--- src/rtl/grain_pkg.sv ---
package grain_pkg;
    localparam int unsigned REG_W = 80;
    localparam int unsigned IV_W  = 64;

    typedef enum logic [1:0] {
        ST_IDLE = 2'd0,
        ST_INIT = 2'd1,
        ST_GEN  = 2'd2
    } grain_state_e;
endpackage

--- src/rtl/grain_ctrl.sv ---
module grain_ctrl
    import grain_pkg::*;
#(
    parameter int unsigned INIT_CLKS = 160
) (
    input  logic clk,
    input  logic rst_n,
    input  logic start,
    input  logic advance,
    output logic load_o,
    output logic step_o,
    output logic fb_en_o,
    output logic valid_o,
    output logic ready_o
);
    localparam int unsigned CW = $clog2(INIT_CLKS + 1);
    localparam logic [CW-1:0] LAST = CW'(INIT_CLKS - 1);

    grain_state_e state_q, state_d;
    logic [CW-1:0] cnt_q, cnt_d;

    always_comb begin
        state_d = state_q;
        cnt_d   = cnt_q;
        if (start) begin
            state_d = ST_INIT;
            cnt_d   = '0;
        end else begin
            unique case (state_q)
                ST_IDLE: ;
                ST_INIT: begin
                    if (cnt_q == LAST) begin
                        state_d = ST_GEN;
                        cnt_d   = '0;
                    end else begin
                        cnt_d = cnt_q + 1'b1;
                    end
                end
                ST_GEN: ;
                default: state_d = ST_IDLE;
            endcase
        end
    end

    always_ff @(posedge clk or negedge rst_n) begin
        if (!rst_n) begin
            state_q <= ST_IDLE;
            cnt_q   <= '0;
        end else begin
            state_q <= state_d;
            cnt_q   <= cnt_d;
        end
    end

    always_comb begin
        load_o  = start;
        step_o  = 1'b0;
        fb_en_o = 1'b0;
        valid_o = 1'b0;
        ready_o = 1'b1;
        unique case (state_q)
            ST_IDLE: ;
            ST_INIT: begin
                step_o  = !start;
                fb_en_o = 1'b1;
                ready_o = 1'b0;
            end
            ST_GEN: begin
                step_o  = advance && !start;
                valid_o = 1'b1;
            end
            default: ;
        endcase
    end

    a_r5_count_bound: assert property (@(posedge clk) disable iff (!rst_n)
        cnt_q <= LAST);
    a_r5_done_on_last: assert property (@(posedge clk) disable iff (!rst_n)
        (state_q == ST_INIT && !start && cnt_q == LAST) |=> state_q == ST_GEN);
endmodule

--- src/rtl/grain_filter.sv ---
module grain_filter
    import grain_pkg::*;
#(
    parameter bit HARDENED = 1'b0
) (
    input  logic [REG_W-1:0] x,
    input  logic [REG_W-1:0] y,
    output logic             z
);
    logic a, b, c, d, e, nl, lin;
    logic unused_bits;

    assign a = y[3];
    assign b = y[25];
    assign c = y[46];
    assign d = y[64];
    assign e = x[63];
    assign lin = x[1] ^ x[2] ^ x[4] ^ x[10] ^ x[31] ^ x[43] ^ x[56];
    assign unused_bits = ^{x, y};

    generate
        if (HARDENED) begin : g_hard
            assign nl = (a & b) ^ (b & c) ^ (c & d) ^ (d & e) ^ (e & a)
                      ^ (a & c) ^ (b & d) ^ (c & e) ^ (d & a) ^ (e & b)
                      ^ (a & b & d) ^ (b & c & e) ^ (c & d & a)
                      ^ (d & e & b) ^ (e & a & c);
        end else begin : g_plain
            assign nl = b ^ e ^ (a & d) ^ (c & d) ^ (d & e) ^ (a & b & c)
                      ^ (a & c & d) ^ (a & c & e) ^ (b & c & e) ^ (c & d & e);
        end
    endgenerate

    assign z = lin ^ nl;
endmodule

--- src/rtl/grain_feedback.sv ---
module grain_feedback
    import grain_pkg::*;
(
    input  logic [REG_W-1:0] x,
    input  logic [REG_W-1:0] y,
    input  logic             z,
    input  logic             fb_en,
    output logic             x_new,
    output logic             y_new
);
    logic g, lfb, zf;
    logic unused_bits;

    assign unused_bits = ^{x, y};
    assign zf = z & fb_en;

    assign lfb = y[62] ^ y[51] ^ y[38] ^ y[23] ^ y[13] ^ y[0];

    assign g = x[62] ^ x[60] ^ x[52] ^ x[45] ^ x[37] ^ x[33] ^ x[28] ^ x[21]
             ^ x[14] ^ x[9] ^ x[0]
             ^ (x[63] & x[60]) ^ (x[37] & x[33]) ^ (x[15] & x[9])
             ^ (x[60] & x[52] & x[45]) ^ (x[33] & x[28] & x[21])
             ^ (x[63] & x[45] & x[28] & x[9])
             ^ (x[60] & x[52] & x[37] & x[33])
             ^ (x[63] & x[60] & x[21] & x[15])
             ^ (x[63] & x[60] & x[52] & x[45] & x[37])
             ^ (x[33] & x[28] & x[21] & x[15] & x[9])
             ^ (x[52] & x[45] & x[37] & x[33] & x[28] & x[21]);

    assign y_new = lfb ^ zf;
    assign x_new = y[0] ^ g ^ zf;
endmodule

--- src/rtl/grain_keystream_core.sv ---
module grain_keystream_core
    import grain_pkg::*;
#(
    parameter bit          HARDENED  = 1'b0,
    parameter int unsigned INIT_CLKS = 2 * REG_W
) (
    input  logic             clk,
    input  logic             rst_n,
    input  logic             start,
    input  logic [REG_W-1:0] key,
    input  logic [IV_W-1:0]  iv,
    input  logic             advance,
    output logic             ks_bit,
    output logic             ks_valid,
    output logic             ready
);
    localparam int unsigned PAD_W = REG_W - IV_W;

    logic [REG_W-1:0] nfsr_q, lfsr_q;
    logic load, step, fb_en, z, x_new, y_new;

    grain_ctrl #(.INIT_CLKS(INIT_CLKS)) u_ctrl (
        .clk     (clk),
        .rst_n   (rst_n),
        .start   (start),
        .advance (advance),
        .load_o  (load),
        .step_o  (step),
        .fb_en_o (fb_en),
        .valid_o (ks_valid),
        .ready_o (ready)
    );

    grain_filter #(.HARDENED(HARDENED)) u_filter (
        .x (nfsr_q),
        .y (lfsr_q),
        .z (z)
    );

    grain_feedback u_fb (
        .x     (nfsr_q),
        .y     (lfsr_q),
        .z     (z),
        .fb_en (fb_en),
        .x_new (x_new),
        .y_new (y_new)
    );

    always_ff @(posedge clk or negedge rst_n) begin
        if (!rst_n) begin
            nfsr_q <= '0;
            lfsr_q <= '0;
        end else if (load) begin
            nfsr_q <= key;
            lfsr_q <= {{PAD_W{1'b1}}, iv};
        end else if (step) begin
            nfsr_q <= {x_new, nfsr_q[REG_W-1:1]};
            lfsr_q <= {y_new, lfsr_q[REG_W-1:1]};
        end
    end

    assign ks_bit = z;

    a_r1_load_pad: assert property (@(posedge clk) disable iff (!rst_n)
        start |=> (lfsr_q[REG_W-1:IV_W] == {PAD_W{1'b1}}) && (nfsr_q == $past(key))
                  && (lfsr_q[IV_W-1:0] == $past(iv)));
    a_r5_no_valid_after_start: assert property (@(posedge clk) disable iff (!rst_n)
        start |=> !ks_valid && !ready);
    a_r6_hold: assert property (@(posedge clk) disable iff (!rst_n)
        (ks_valid && !advance && !start) |=> $stable(lfsr_q) && $stable(nfsr_q) && ks_valid);
    a_r2_shift: assert property (@(posedge clk) disable iff (!rst_n)
        (ks_valid && advance && !start)
            |=> lfsr_q[REG_W-2:0] == $past(lfsr_q[REG_W-1:1])
                && nfsr_q[REG_W-2:0] == $past(nfsr_q[REG_W-1:1]));
    a_r7_valid_ready: assert property (@(posedge clk) disable iff (!rst_n)
        ks_valid |-> ready);
endmodule

--- config.mk ---
export PLATFORM = sky130hd
export DESIGN_NAME = grain_keystream_core
export DESIGN_NICKNAME = d
export VERILOG_FILES = /design/src/rtl/grain_pkg.sv /design/src/rtl/grain_ctrl.sv /design/src/rtl/grain_filter.sv /design/src/rtl/grain_feedback.sv /design/src/rtl/grain_keystream_core.sv
export SDC_FILE = /design/constraint.sdc
export NUM_CORES = 1
export LEC_CHECK = 0
export BUFFER_PORTS_ARGS = -buffer_cell sky130_fd_sc_hd__clkbuf_2
export CAP_MARGIN = 20
export CORE_MARGIN = 5
export CORE_UTILIZATION = 29
export DETAILED_ROUTE_END_ITERATION = 10
export PLACE_DENSITY_LB_ADDON = 0.1
export RECOVER_POWER = 50
export SYNTH_ARGS = -nofsm -noshare
export SYNTH_HDL_FRONTEND = slang
export SYNTH_HIERARCHICAL = 1
export SYNTH_SLANG_ARGS = --single-unit
--- constraint.sdc ---
create_clock -name clk -period 8.6 [get_ports clk]
set_clock_uncertainty 0.1 [all_clocks]
set_input_delay 0 -clock clk [delete_from_list [all_inputs] [get_ports clk]]
set_output_delay 0 -clock clk [all_outputs]
set_load 0.1 [all_outputs]
**Yosys cells after proc, flatten, opt, wreduce, memory -nomap -nowiden**

Cells that the tools add are included.

- Bits in registers: 170
- Bits of input ports: 148
- Logic and storage cells: 112
- Output and inout bits: 3

- Add/sub/neg operators: 1
- Eq/ne operators: 5
- Mux-type cells: 14
- Reductions and logical operators: 7
- Bitwise operators: 81

Operator list:

| cell | number |
|---|---|
| 2-to-1 mux 80 bit | 4 |
| XOR 1 bit | 45 |
| AND 1 bit | 36 |
| 2-to-1 mux 8 bit | 3 |
| adder 8 x 1 -> 8 bit, second input constant | 1 |
| equality test 8 bit, second input constant | 1 |
| 2-to-1 mux 2 bit | 2 |
| case mux 2 bit (2 select lines) | 1 |
| nonzero test 2 bit | 2 |
| 2-to-1 mux 1 bit | 3 |
| != test 3 x 2 -> 1 bit, second input constant | 1 |
| equality test 2 x 1 -> 1 bit, second input constant | 1 |
| equality test 2 bit, second input constant | 1 |
| logical NOT 2 bit | 1 |
| != test 2 x 1 -> 1 bit, second input constant | 1 |
| case mux 1 bit (2 select lines) | 1 |
| AND reduction 2 bit | 1 |
| OR reduction 2 bit | 1 |
| logical AND 1 bit | 1 |
| logical NOT 1 bit | 1 |

**Depth between registers and ports, before layout**

Gate-level depths: netlist of run 1.

- Depth in word-level cells: 25
- Depth in mapped cells: 11
- Mapped depth without buffers: 11

**Hierarchy**

The synthesis of run 1 kept the hierarchy.

Modules (own cells, without submodules):

| module | times used | sequential area each (µm²) | area each (µm²) | cells an instance |
|---|---|---|---|---|
| grain_keystream_core | 1 | 4003.8 | 7410.9 | 678 |
| grain_ctrl | 1 | 250.2 | 588.1 | 58 |
| grain_feedback | 1 | 0.0 | 266.5 | 34 |
| grain_filter | 1 | 0.0 | 150.1 | 18 |

**Worst setup path after synthesis of run 1**

Ideal clock, no wire load.

- Path type: register to register
- Start point: register nfsr_q[63]
- End point: register nfsr_q[79]
- Stages on the path, launching flop included: 12
- Library setup time: 0.134 ns
- Buffers on the path: 0
- Slack: 4.023 ns
- Required time: 8.366 ns
- Clock period less this slack: 4.577 ns
- Arrival time: 4.344 ns
- Cell sequence: dfrtp_1 or4bb_1 o31ai_1 a211oi_2 xnor2_1 nand2_1 xor2_2 xnor3_1 xnor2_1 xnor3_1 mux2i_1 o21ai_0

- Elaborated cells between the ends (all ways): 39
- Those cells by class: mux: 2; bitwise: 37

RTL lines:

| item | RTL line | source |
|---|---|---|
| start, declared | grain_keystream_core.sv:19 | `logic [REG_W-1:0] nfsr_q, lfsr_q;` |
| start signal, assigned | grain_keystream_core.sv:54 | `nfsr_q <= key;` |
| start signal, assigned | grain_keystream_core.sv:57 | `nfsr_q <= {x_new, nfsr_q[REG_W-1:1]};` |
| XOR 1 bit (5 in a row) | grain_filter.sv:28 | `assign nl = b ^ e ^ (a & d) ^ (c & d) ^ (d & e) ^ (a & b & c)` |
| XOR 1 bit (3 in a row) | grain_filter.sv:29 | `^ (a & c & d) ^ (a & c & e) ^ (b & c & e) ^ (c & d & e);` |
| XOR 1 bit * | grain_filter.sv:29 |  |
| XOR 1 bit * | grain_filter.sv:33 | `assign z = lin ^ nl;` |
| net ks_bit | grain_keystream_core.sv:13 | `output logic ks_bit,` |
| AND 1 bit * | grain_feedback.sv:15 | `assign zf = z & fb_en;` |
| XOR 1 bit * | grain_feedback.sv:31 | `assign x_new = y[0] ^ g ^ zf;` |
| net x_new | grain_keystream_core.sv:20 | `logic load, step, fb_en, z, x_new, y_new;` |
| 2-to-1 mux 80 bit * | grain_keystream_core.sv:56 | `end else if (step) begin` |
| 2-to-1 mux 80 bit * | grain_keystream_core.sv:53 | `end else if (load) begin` |

Mark *: on every way through the listed nets, which the timed path passes. The rest lies on a longest branch. The select of a mux whose other input is x is not followed.
A chain may end at the register's enable or synchronous reset.

**Final worst setup path of run 1**

- Start point: input start
- End point: register u_ctrl.cnt_q[0]

- Longest elaborated chain between the ends: 1
- Elaborated cells between the ends (all ways): 2
- Those cells by class: mux: 1; reduce/logical: 1

Ends and longest elaborated chain:

| item | RTL line | source |
|---|---|---|
| start, declared | grain_keystream_core.sv:9 | `input logic start,` |
| 2-to-1 mux 8 bit or nonzero test 2 bit (tied branches) | n/a |  |
| end signal, assigned | grain_ctrl.sv:51 | `cnt_q <= cnt_d;` |
| end, declared | grain_ctrl.sv:20 | `logic [CW-1:0] cnt_q, cnt_d;` |

Parallel ways exist; a longest one is shown, timed or not.

==> results of run 1 <==
==> cells in the final DEF, fill, tap and decap left out, types with 3 or more instances in the layout <==
cell type / count
nor2_1: 7
xor2_1: 8
inv_6: 4
bufinv_16: 3
inv_1: 4
nand2b_1: 4
nand4_1: 3
nor2b_1: 17
buf_4: 6
o21ai_1: 130
mux2i_1: 146
a211o_1: 16
dlygate4sd3_1: 171
o21ai_0: 16
nand2_1: 153
dfrtp_1: 170
xnor2_1: 13
a21oi_1: 4
nand3_1: 7
clkbuf_2: 146
clkbuf_16: 17
ha_1: 4
clkbuf_1: 4
==> worst max path at each step <==
stage	startpoint	endpoint	slack [ns]	cells after the start
6_report	start	u_ctrl/cnt_q[0]	4.10	5
5_1_grt	start	u_ctrl/cnt_q[0]	3.51	5
4_1_cts	nfsr_q[63]	nfsr_q[79]	5.22	11
3_5_place_dp	nfsr_q[63]	nfsr_q[79]	5.25	11
3_3_place_gp	nfsr_q[63]	nfsr_q[79]	5.26	11
2_1_floorplan	nfsr_q[63]	nfsr_q[79]	4.02	11
==> synth_stat cells, types with 2 or more instances <==
| cell type | count | area share, % |
|---|---|---|
| nor3b_1 | 2 | 0.18 |
| o21ai_1 | 130 | 7.7 |
| xor2_1 | 8 | 0.83 |
| buf_2 | 13 | 0.77 |
| a211oi_2 | 2 | 0.30 |
| clkbuf_1 | 20 | 0.89 |
| buf_4 | 7 | 0.62 |
| ha_1 | 4 | 0.59 |
| a21oi_1 | 4 | 0.24 |
| o21ai_0 | 16 | 0.95 |
| nand3_1 | 7 | 0.42 |
| inv_1 | 4 | 0.18 |
| nand2b_1 | 4 | 0.30 |
| buf_6 | 6 | 0.80 |
| dfrtp_1 | 170 | 51 |
| a211o_1 | 16 | 1.7 |
| xnor2_1 | 13 | 1.4 |
| nor2_1 | 7 | 0.31 |
| nor2b_1 | 17 | 1.3 |
| mux2i_1 | 146 | 17 |
| nor3_1 | 2 | 0.12 |
| xnor3_1 | 2 | 0.54 |
| buf_12 | 11 | 2.6 |
| a31oi_1 | 2 | 0.15 |
| nand4_1 | 3 | 0.22 |
| nand2_1 | 153 | 6.8 |
==> routing by layer <==
metal | track usage (%) | part of all wire (%) | vias up | routed length [um]
met2 | 21.85 | 46 | 119 | 9692
met5 | 0 | 0 | - | 0
met1 | 18.25 | 49 | 3022 | 10380
li1 | - | - | 3326 | -
met3 | 2.907 | 3.9 | 13 | 818
met4 | 3.448 | 1.1 | 0 | 224
==> cell families (layout without fill, tap and decap cells) <==
kind of cell | after synthesis | in the layout | share of synthesized area (%)
fa+ha+maj | 4 | 4 | 0.5947
buf+inv | 61 | 365 | 5.887
compound gates | 180 | 180 | 12.22
other cells | 0 | 2 | 0
flops | 170 | 170 | 50.55
xor+xnor | 24 | 24 | 2.914
mux | 147 | 147 | 17.50
simple gates | 202 | 202 | 10.33
==> where the power goes <==
part / internal (mW) / total, mW / switching [mW]
combinational: 0.459 / 0.950 / 0.491
clock: 0.482 / 0.827 / 0.345
sequential: 0.951 / 1.06 / 0.111
==> worst max-delay path, cell delays in order <==
cell and delay (ns):
dlygate4sd3_1 0.56, buf_8 0.51, clkbuf_1 2.63, nor2_1 0.46, mux2_2 0.48
==> flip-flops by register name (all words and copies together), names as in the netlist <==
| signal | flops |
|---|---|
| lfsr_q | 80 |
| nfsr_q | 80 |
| u_ctrl/cnt_q | 8 |
| u_ctrl/state_q | 2 |
==> area by class of cell <==
type | instances | area share, %
timing repair buffer | 329 | 21.93
antenna | 2 | 0.04313
tap | 384 | 4.141
inverter | 4 | 0.1294
multi-input combinational | 557 | 31.64
clock buffer | 19 | 3.903
sequential | 170 | 36.66
clock inverter | 13 | 1.553
==> metrics by stage <==
stage	power [mW]	worst slack (ns)
after floorplan	1.849	4.023
after global placement	1.970	5.263
after detailed placement	1.975	5.249
after CTS	2.892	5.222
after global routing	3.028	3.509
final	2.839	4.099
==> timing repair <==
action,in CTS,in global routing
hold buffers,170,1
endpoints found under the hold margin,256,22
setup endpoints to repair,0,0
==> impl_metrics.py, run 1 <==
metrics = {
    "run_status": {
        "status": "complete, but fails checks",
        "violations": "capacitance limit, slew limit",
    },
    "run": {
        "maxCapViolCount": 2,
    },
    "drt": {
        "dr_total_vias": 6480,
        "drtAntennaViolNets": 0,
        "first_iter_violations": 250,
        "routed_wl_um": 21110,
        "drt_pass1_iterations": 4,
        "routedWlPerCell_um": 14.28,
        "drc": 0,
        "via_per_inst": 4.384,
    },
    "sta": {
        "slew_violations": 114,
        "post-route-min-period_ns": 4.501,
        "holdWs_ns": 0.2227,
        "fmax_ghz": 0.2222,
        "final_hold_viol_count": 0,
        "fin_setup_tns_ns": 0,
        "setup_viol": 0,
        "slew-limit-headroom_pct": -144.6,
        "fin_crit_sh_pct": 52.34,
        "worst_pin_slew_ns": 3.669,
        "rsz0062_at_grt": "no",
    },
    "clock_network": {
        "cts-resized-gates": 0,
        "cts_sinks": 170,
        "cts_buffer_depth": 2,
        "tritoncts": "done",
        "clockRootBuffer": "clkbuf_16",
        "insertion_delay_ns": 0.43,
        "clk_pin_slew_ns": 0.07,
        "cts-htree-levels": 4,
        "cts_setup_buffers": 0,
        "cts_made_buffers": 17,
    },
    "power": {
        "power.leakage_nw": 4.975,
        "vdd_drop_max_mv": 0.1452,
        "p_per_area_nw_per_um2": 244.6,
    },
    "logic_synthesis": {
        "ys_seq_area_share_pct": 50.55,
        "synthArstFlopShare_pct": 100.0,
        "syn_avg_cell_area_sq_um": 10.68,
        "postSynthNetCount": 940,
        "synth_ff_type": "dfrtp_1",
        "yosys_warnings": 6,
        "synth_cell_types": 45,
        "synth_area_sq_um": 8416,
        "ys_ff_latch": 170,
        "synthCells": 788,
        "synth_edf_count": 0,
    },
    "final_layout": {
        "register_area_sq_um": 4254,
        "utilization_pct": 40.43,
        "layout-drive-gt1-share_pct": 17.86,
        "stdcell_count": 1478,
        "final_area_sq_um": 11600,
        "multi_input_area_sq_um": 3671,
        "nFillCells": 2836,
        "nNetsFinal": 1231,
        "area_delta_synth_final_pct": 37.88,
    },
    "floorplanning": {
        "core-area_sq_um": 28700,
        "rows": 62,
        "start_util_pct": 29.32,
        "ios": 151,
        "die_area_sq_um": 32530,
        "die_h_um": 180.4,
        "die_x_um": 180.4,
    },
    "critical_path": {
        "r2r-start": "nfsr_q[63]",
        "ff2ff_path_depth": 11,
        "startpoint_type": "input port",
        "r2r-end": "nfsr_q[79]",
        "crit_required_ns": 8.81,
        "end_kind": "flip-flop",
        "path_max_fanout": 121,
        "critPathKind": "input port to flip-flop",
        "cp.arrival_ns": 4.71,
        "r2r_setup_slack_ns": 5.29,
    },
    "global_route": {
        "grt_pass1_vias": 6964,
        "grt_overflow_total": 0,
        "grt.total_usage_pct": 13.42,
        "grt_antenna_before_repair": 2,
        "grt_pass1_wl_um": 36210,
        "grt_max_degree": 122,
    },
    "placement": {
        "gp_congestion": 0.7038,
        "place_hpwl_um": 13310,
        "placed_cells": 1272,
        "port_buffers": 150,
        "placed_cell_area_sq_um": 9240,
    },
    "min_path": {
        "whs_endpoint": "lfsr_q[10]",
        "hold_class": "input port to flip-flop",
        "min_path_cells": 4,
        "worstHoldStart": "iv[10]",
    },
}
No activity file was read; power rests on OpenSTA's default activity.
==> run 2: changes to the inputs <==
==> constraint.sdc (replaced) <==
create_clock -name clk -period 4.6 [get_ports clk]
set_clock_uncertainty 0.1 [all_clocks]
set_input_delay 0 -clock clk [delete_from_list [all_inputs] [get_ports clk]]
set_output_delay 0 -clock clk [all_outputs]
set_load 0.1 [all_outputs]
==> impl_metrics.py, run 2 (synthesized netlist as in run 1, its figures left out) <==
metrics = {
    "drt": {
        "dr_total_vias": 6594,
        "routedWlPerCell_um": 14.23,
        "drtAntennaViolNets": 0,
        "drc": 0,
        "first_iter_violations": 332,
        "routed_wl_um": 21640,
        "via_per_inst": 4.335,
        "drt_pass1_iterations": 4,
    },
    "min_path": {
        "hold_class": "input port to flip-flop",
        "min_path_cells": 4,
        "whs_endpoint": "lfsr_q[17]",
        "worstHoldStart": "iv[17]",
    },
    "run": {
        "maxCapViolCount": 1,
    },
    "power": {
        "vdd_drop_max_mv": 0.3194,
        "p_switching_mw": 1.798,
        "p_comb_share_pct": 34.9,
        "switching_share_pct": 33.72,
        "p_int_mw": 3.534,
        "clkPwrFrac_pct": 27.8,
        "p_per_area_nw_per_um2": 442.9,
        "sequentialPowerShare_pct": 37.3,
        "power.leakage_nw": 5.135,
    },
    "final_layout": {
        "nNetsFinal": 1274,
        "area_delta_synth_final_pct": 43.04,
        "reg_top3": "lfsr_q: 80 flops, nfsr_q: 80 flops, u_ctrl/cnt_q: 8 flops",
        "layout-drive-gt1-share_pct": 17.18,
        "final_cell_mix": "216 x dlygate4sd3_1, 170 x dfrtp_1, 153 x nand2_1",
        "utilization_pct": 41.94,
        "nFillCells": 2864,
        "final_common_cell": "dlygate4sd3_1",
    },
    "placement": {
        "port_buffers": 150,
        "dp_slack_ns": 1.417,
        "place_hpwl_um": 13150,
        "gp_congestion": 0.7049,
    },
    "clock_network": {
        "cts_buffer_depth": 2,
        "cts_setup_buffers": 0,
        "insertion_delay_ns": 0.43,
        "cts_made_buffers": 17,
        "cts-resized-gates": 0,
        "cts_sinks": 170,
        "clk_pin_slew_ns": 0.07,
        "tritoncts": "done",
        "clockRootBuffer": "clkbuf_16",
        "cts-htree-levels": 4,
    },
    "sta": {
        "holdWs_ns": 0.2145,
        "rsz0062_at_grt": "no",
        "worst_pin_slew_ns": 3.206,
        "fmax_ghz": 0.2697,
        "worst_slack_ns": 0.8916,
        "slew-limit-headroom_pct": -113.7,
        "setup_viol": 0,
        "post-route-min-period_ns": 3.708,
        "final_hold_viol_count": 0,
        "slew_violations": 66,
        "fin_setup_tns_ns": 0,
        "fin_crit_sh_pct": 80.62,
    },
    "critical_path": {
        "ff2ff_path_depth": 12,
        "r2r-start": "nfsr_q[63]",
        "r2r_setup_slack_ns": 0.89,
        "cp_slowest_cell": "dlygate4sd3_1",
        "critPathKind": "flip-flop to flip-flop",
        "startpoint_type": "flip-flop",
        "slowest_delay_ns": 0.57,
        "crit_required_ns": 4.81,
        "path_cells": "or4bb_1 -> o31ai_1 -> a211oi_2 -> xnor2_1 -> nand2_1 -> xor2_2 -> xnor3_1 -> xnor2_1 -> xnor3_1 -> mux2i_1 -> o21ai_0 -> dlygate4sd3_1",
        "r2r-end": "nfsr_q[79]",
        "end_kind": "flip-flop",
        "cp.arrival_ns": 3.92,
        "cp_top_family": "XOR/XNOR gates",
        "cp.buffers_inverters": 1,
        "path_max_fanout": 11,
    },
    "global_route": {
        "grt_overflow_total": 0,
        "grt_max_degree": 109,
        "grt_antenna_before_repair": 2,
        "grt_pass1_vias": 7235,
        "grt.total_usage_pct": 13.84,
        "grt_pass1_wl_um": 37490,
    },
    "floorplanning": {
        "ios": 151,
        "die_area_sq_um": 32530,
        "die_h_um": 180.4,
        "rows": 62,
        "die_x_um": 180.4,
        "core-area_sq_um": 28700,
        "start_util_pct": 29.32,
    },
    "run_status": {
        "violations": "capacitance limit, slew limit",
        "status": "complete, but fails checks",
    },
}
[run 2: cell types whose count changed in the layout (fill, tap and decap cells not counted), moves of 2 or more]
cell	change
buf_12	+3
buf_4	-3
clkbuf_1	-3
clkbuf_2	+2
clkinv_4	+2
dlygate4sd3_1	+45
[run 2: area by class of cell]
class,instances,area (sq um),share of cell area [%]
Sequential cell,170,4254,35.34
Clock inverter,13,158.9,1.320
Inverter,4,15.01,0.1247
Tap cell,384,480.5,3.991
Clock buffer,19,442.9,3.679
Antenna cell,2,5.005,0.04158
Multi-Input combinational cell,557,3671,30.50
Timing Repair Buffer,372,3010,25.01
[run 2: worst register-to-register path, stage by stage, from the launching register on]
cell and delay (ns):
dfrtp_1 0.49, or4bb_1 0.54, o31ai_1 0.09, a211oi_2 0.09, xnor2_1 0.21, nand2_1 0.11, xor2_2 0.21, xnor3_1 0.43
xnor2_1 0.19, xnor3_1 0.34, mux2i_1 0.14, o21ai_0 0.08, dlygate4sd3_1 0.57
[run 2: per-layer routing]
| layer | GRT usage [%] | share of wire, % |
|---|---|---|
| met1 | 19.10 | 50 |
| met2 | 22.20 | 46 |
| met3 | 3.371 | 3.5 |
| met4 | 3.055 | 0.97 |
| met5 | 0 | 0 |
[run 2: what timing repair did]
| item | 4_1_cts | 5_1_grt |
|---|---|---|
| hold buffers | 216 | 0 |
| setup endpoints to repair | 0 | 0 |
| endpoints found under the hold margin | 212 | 0 |
[run 2: through the flow]
step                power (mW)  cell area (sq um)  cells
finish                   5.332              12040   1521
global route             5.676              12040   1521
CTS                      5.412              12030   1519
detailed placement       3.696               9270   1271
global placement         3.688               9270   1271
floorplan                3.458               8416    788
[run 2: power by group through the flow]
stage	clock network, mW	logic [mW]	registers, mW
global route	1.60	2.05	2.03
global placement	0	1.67	2.02
CTS	1.54	1.87	2.00
detailed placement	0	1.67	2.02
finish	1.48	1.86	1.99
floorplan	0	1.52	1.94
[run 2: worst max path at each step]
| stage | slack [ns] | cells past startpoint | end | startpoint |
|---|---|---|---|---|
| finish | 0.89 | 12 | nfsr_q[79] | nfsr_q[63] |
| global route | 0.49 | 2 | lfsr_q[52] | rst_n |
| CTS | 0.86 | 12 | nfsr_q[79] | nfsr_q[63] |
| detailed placement | 1.42 | 11 | nfsr_q[79] | nfsr_q[63] |
| global placement | 1.51 | 11 | nfsr_q[79] | nfsr_q[63] |
| floorplan | 0.02 | 11 | nfsr_q[79] | nfsr_q[63] |
==> run 3: changes to the inputs <==
==> constraint.sdc (replaced) <==
create_clock -name clk -period 3.4 [get_ports clk]
set_clock_uncertainty 0.1 [all_clocks]
set_input_delay 0 -clock clk [delete_from_list [all_inputs] [get_ports clk]]
set_output_delay 0 -clock clk [all_outputs]
set_load 0.1 [all_outputs]
==> impl_metrics.py, run 3 (synthesized netlist as in run 1, its figures left out) <==
metrics = {
    "global_route": {
        "grt_antenna_before_repair": 2,
        "grt_overflow_total": 0,
        "grt.total_usage_pct": 13.94,
        "grt_max_degree": 145,
        "grt_pass1_vias": 7012,
        "grt_pass1_wl_um": 37340,
    },
    "power": {
        "p_comb_share_pct": 33.4,
        "p_switching_mw": 2.440,
        "p_int_mw": 4.963,
        "sequentialPowerShare_pct": 36.2,
        "clkPwrFrac_pct": 30.4,
        "power.leakage_nw": 4.949,
        "switching_share_pct": 32.96,
        "p_total_mw": 7.403,
        "vdd_drop_max_mv": 0.3185,
        "p_per_area_nw_per_um2": 645.8,
    },
    "run": {
        "maxCapViolCount": 1,
    },
    "floorplanning": {
        "die_area_sq_um": 32530,
        "rows": 62,
        "start_util_pct": 29.32,
        "core-area_sq_um": 28700,
        "die_h_um": 180.4,
        "ios": 151,
        "die_x_um": 180.4,
    },
    "sta": {
        "fin_setup_tns_ns": 0,
        "slew-limit-headroom_pct": -46.49,
        "final_hold_viol_count": 0,
        "slew_violations": 82,
        "fin_crit_sh_pct": 93.41,
        "rsz0062_at_grt": "no",
        "setup_viol": 0,
        "worst_pin_slew_ns": 2.197,
        "fmax_ghz": 0.3149,
        "post-route-min-period_ns": 3.176,
    },
    "final_layout": {
        "layout-drive-gt1-share_pct": 19.18,
        "final_common_cell": "dfrtp_1",
        "area_delta_synth_final_pct": 36.22,
        "reg_top3": "lfsr_q: 80 flops, nfsr_q: 80 flops, u_ctrl/cnt_q: 8 flops",
        "utilization_pct": 39.94,
        "nFillCells": 2841,
        "final_cell_mix": "169 x dfrtp_1, 152 x nand2_1, 151 x clkbuf_2",
        "nNetsFinal": 1208,
    },
    "clock_network": {
        "insertion_delay_ns": 0.42,
        "cts_setup_buffers": 0,
        "clockRootBuffer": "clkbuf_16",
        "cts-htree-levels": 4,
        "cts_hold_buf": 145,
        "clk_pin_slew_ns": 0.07,
        "tritoncts": "done",
        "cts_sinks": 170,
        "cts_made_buffers": 17,
        "cts-resized-gates": 0,
        "cts_buffer_depth": 2,
    },
    "drt": {
        "dr_total_vias": 6367,
        "routed_wl_um": 21750,
        "via_per_inst": 4.379,
        "drtAntennaViolNets": 0,
        "drt_pass1_iterations": 4,
        "first_iter_violations": 246,
        "routedWlPerCell_um": 14.96,
        "drc": 0,
    },
    "critical_path": {
        "startpoint_type": "flip-flop",
        "cp.arrival_ns": 3.34,
        "cp_top_family": "XOR/XNOR gates",
        "path_max_fanout": 6,
        "cp.buffers_inverters": 0,
        "crit_required_ns": 3.56,
        "slowest_delay_ns": 0.58,
        "critPathMostFrequentCell": "xnor3_1",
        "end_kind": "flip-flop",
        "cp_slowest_cell": "a2111oi_0",
        "path_cells": "nor2b_1 -> a2111oi_0 -> a211oi_2 -> xnor2_4 -> nand2_2 -> xor2_2 -> xnor3_1 -> xnor2_1 -> xnor3_1 -> mux2i_1 -> o21ai_0",
        "critPathKind": "flip-flop to flip-flop",
    },
    "run_status": {
        "status": "complete, but fails checks",
        "violations": "capacitance limit, slew limit",
    },
    "placement": {
        "port_buffers": 150,
        "gp_congestion": 0.6810,
        "place_hpwl_um": 13820,
    },
    "min_path": {
        "hold_class": "input port to flip-flop",
    },
}
run 3: cell types whose count changed in the layout (fill, tap and decap cells not counted), sizes merged, moves of 2 or more:
cell and delta:
dlygate4sd3 -71, buf +3, bufinv +3, clkbuf +3, clkinv -2, clkinvlp -2
run 3: routing by layer:
| metal | vias to the layer above | wire, um | track usage [%] |
|---|---|---|---|
| met2 | 123 | 10240 | 22.88 |
| met3 | 15 | 755 | 3.290 |
| met4 | 2 | 240 | 2.995 |
| met5 | - | 7 | 0 |
| li1 | 3283 | - | - |
| met1 | 2944 | 10500 | 18.90 |
run 3: cell type report:
type / instances / area (sq um) / share of cell area (%)
sequential: 170 / 4255 / 37.12
multi-input combinational: 557 / 3692 / 32.21
timing repair buffer: 306 / 2340 / 20.41
tap: 384 / 480.5 / 4.191
clock buffer: 19 / 452.9 / 3.951
clock inverter: 13 / 225.2 / 1.965
inverter: 4 / 15.01 / 0.1310
antenna: 1 / 2.502 / 0.02183
run 3: path summary, 6_finish.rpt:
kind	from	end	slack (ns)	cells after the start
max	lfsr_q[46]	nfsr_q[79]	0.22	11
min	start	lfsr_q[13]	0.005	3
max reg2reg	lfsr_q[46]	nfsr_q[79]	0.22	11
min reg2reg	lfsr_q[74]	lfsr_q[73]	0.38	1
max in group asynchronous	rst_n	nfsr_q[76]	0.90	3
min in group asynchronous	rst_n	nfsr_q[37]	0.67	2
run 3: per-stage QoR:
| stage | instances | area (sq um) | hold WS (ns) | setup slack [ns] |
|---|---|---|---|---|
| 3_3_place_gp | 1276 | 9343 | 0.03997 | 0.3670 |
| 5_1_grt | 1454 | 11460 | 0.04923 | 0.01425 |
| 2_1_floorplan | 788 | 8438 | -0.3956 | 0.005044 |
| 6_report | 1454 | 11460 | 0.005418 | 0.2240 |
| 3_5_place_dp | 1276 | 9343 | 0.03761 | 0.2664 |
| 4_1_cts | 1453 | 11470 | 0.01057 | 0.2498 |
run 3: power by group through the flow:
stage | registers (mW) | logic (mW) | clock network (mW)
detailed placement | 2.73 | 2.38 | 0
floorplan | 2.63 | 2.12 | 0
global placement | 2.72 | 2.37 | 0
CTS | 2.69 | 2.52 | 2.33
finish | 2.68 | 2.47 | 2.25
global route | 2.74 | 2.73 | 2.41
run 3: worst register-to-register path: stages, from the launching register on:
cell	delay [ns]
dfrtp_1	0.43
nor2b_1	0.15
a2111oi_0	0.58
a211oi_2	0.15
xnor2_4	0.17
nand2_2	0.10
xor2_2	0.18
xnor3_1	0.44
xnor2_1	0.20
xnor3_1	0.33
mux2i_1	0.13
o21ai_0	0.08
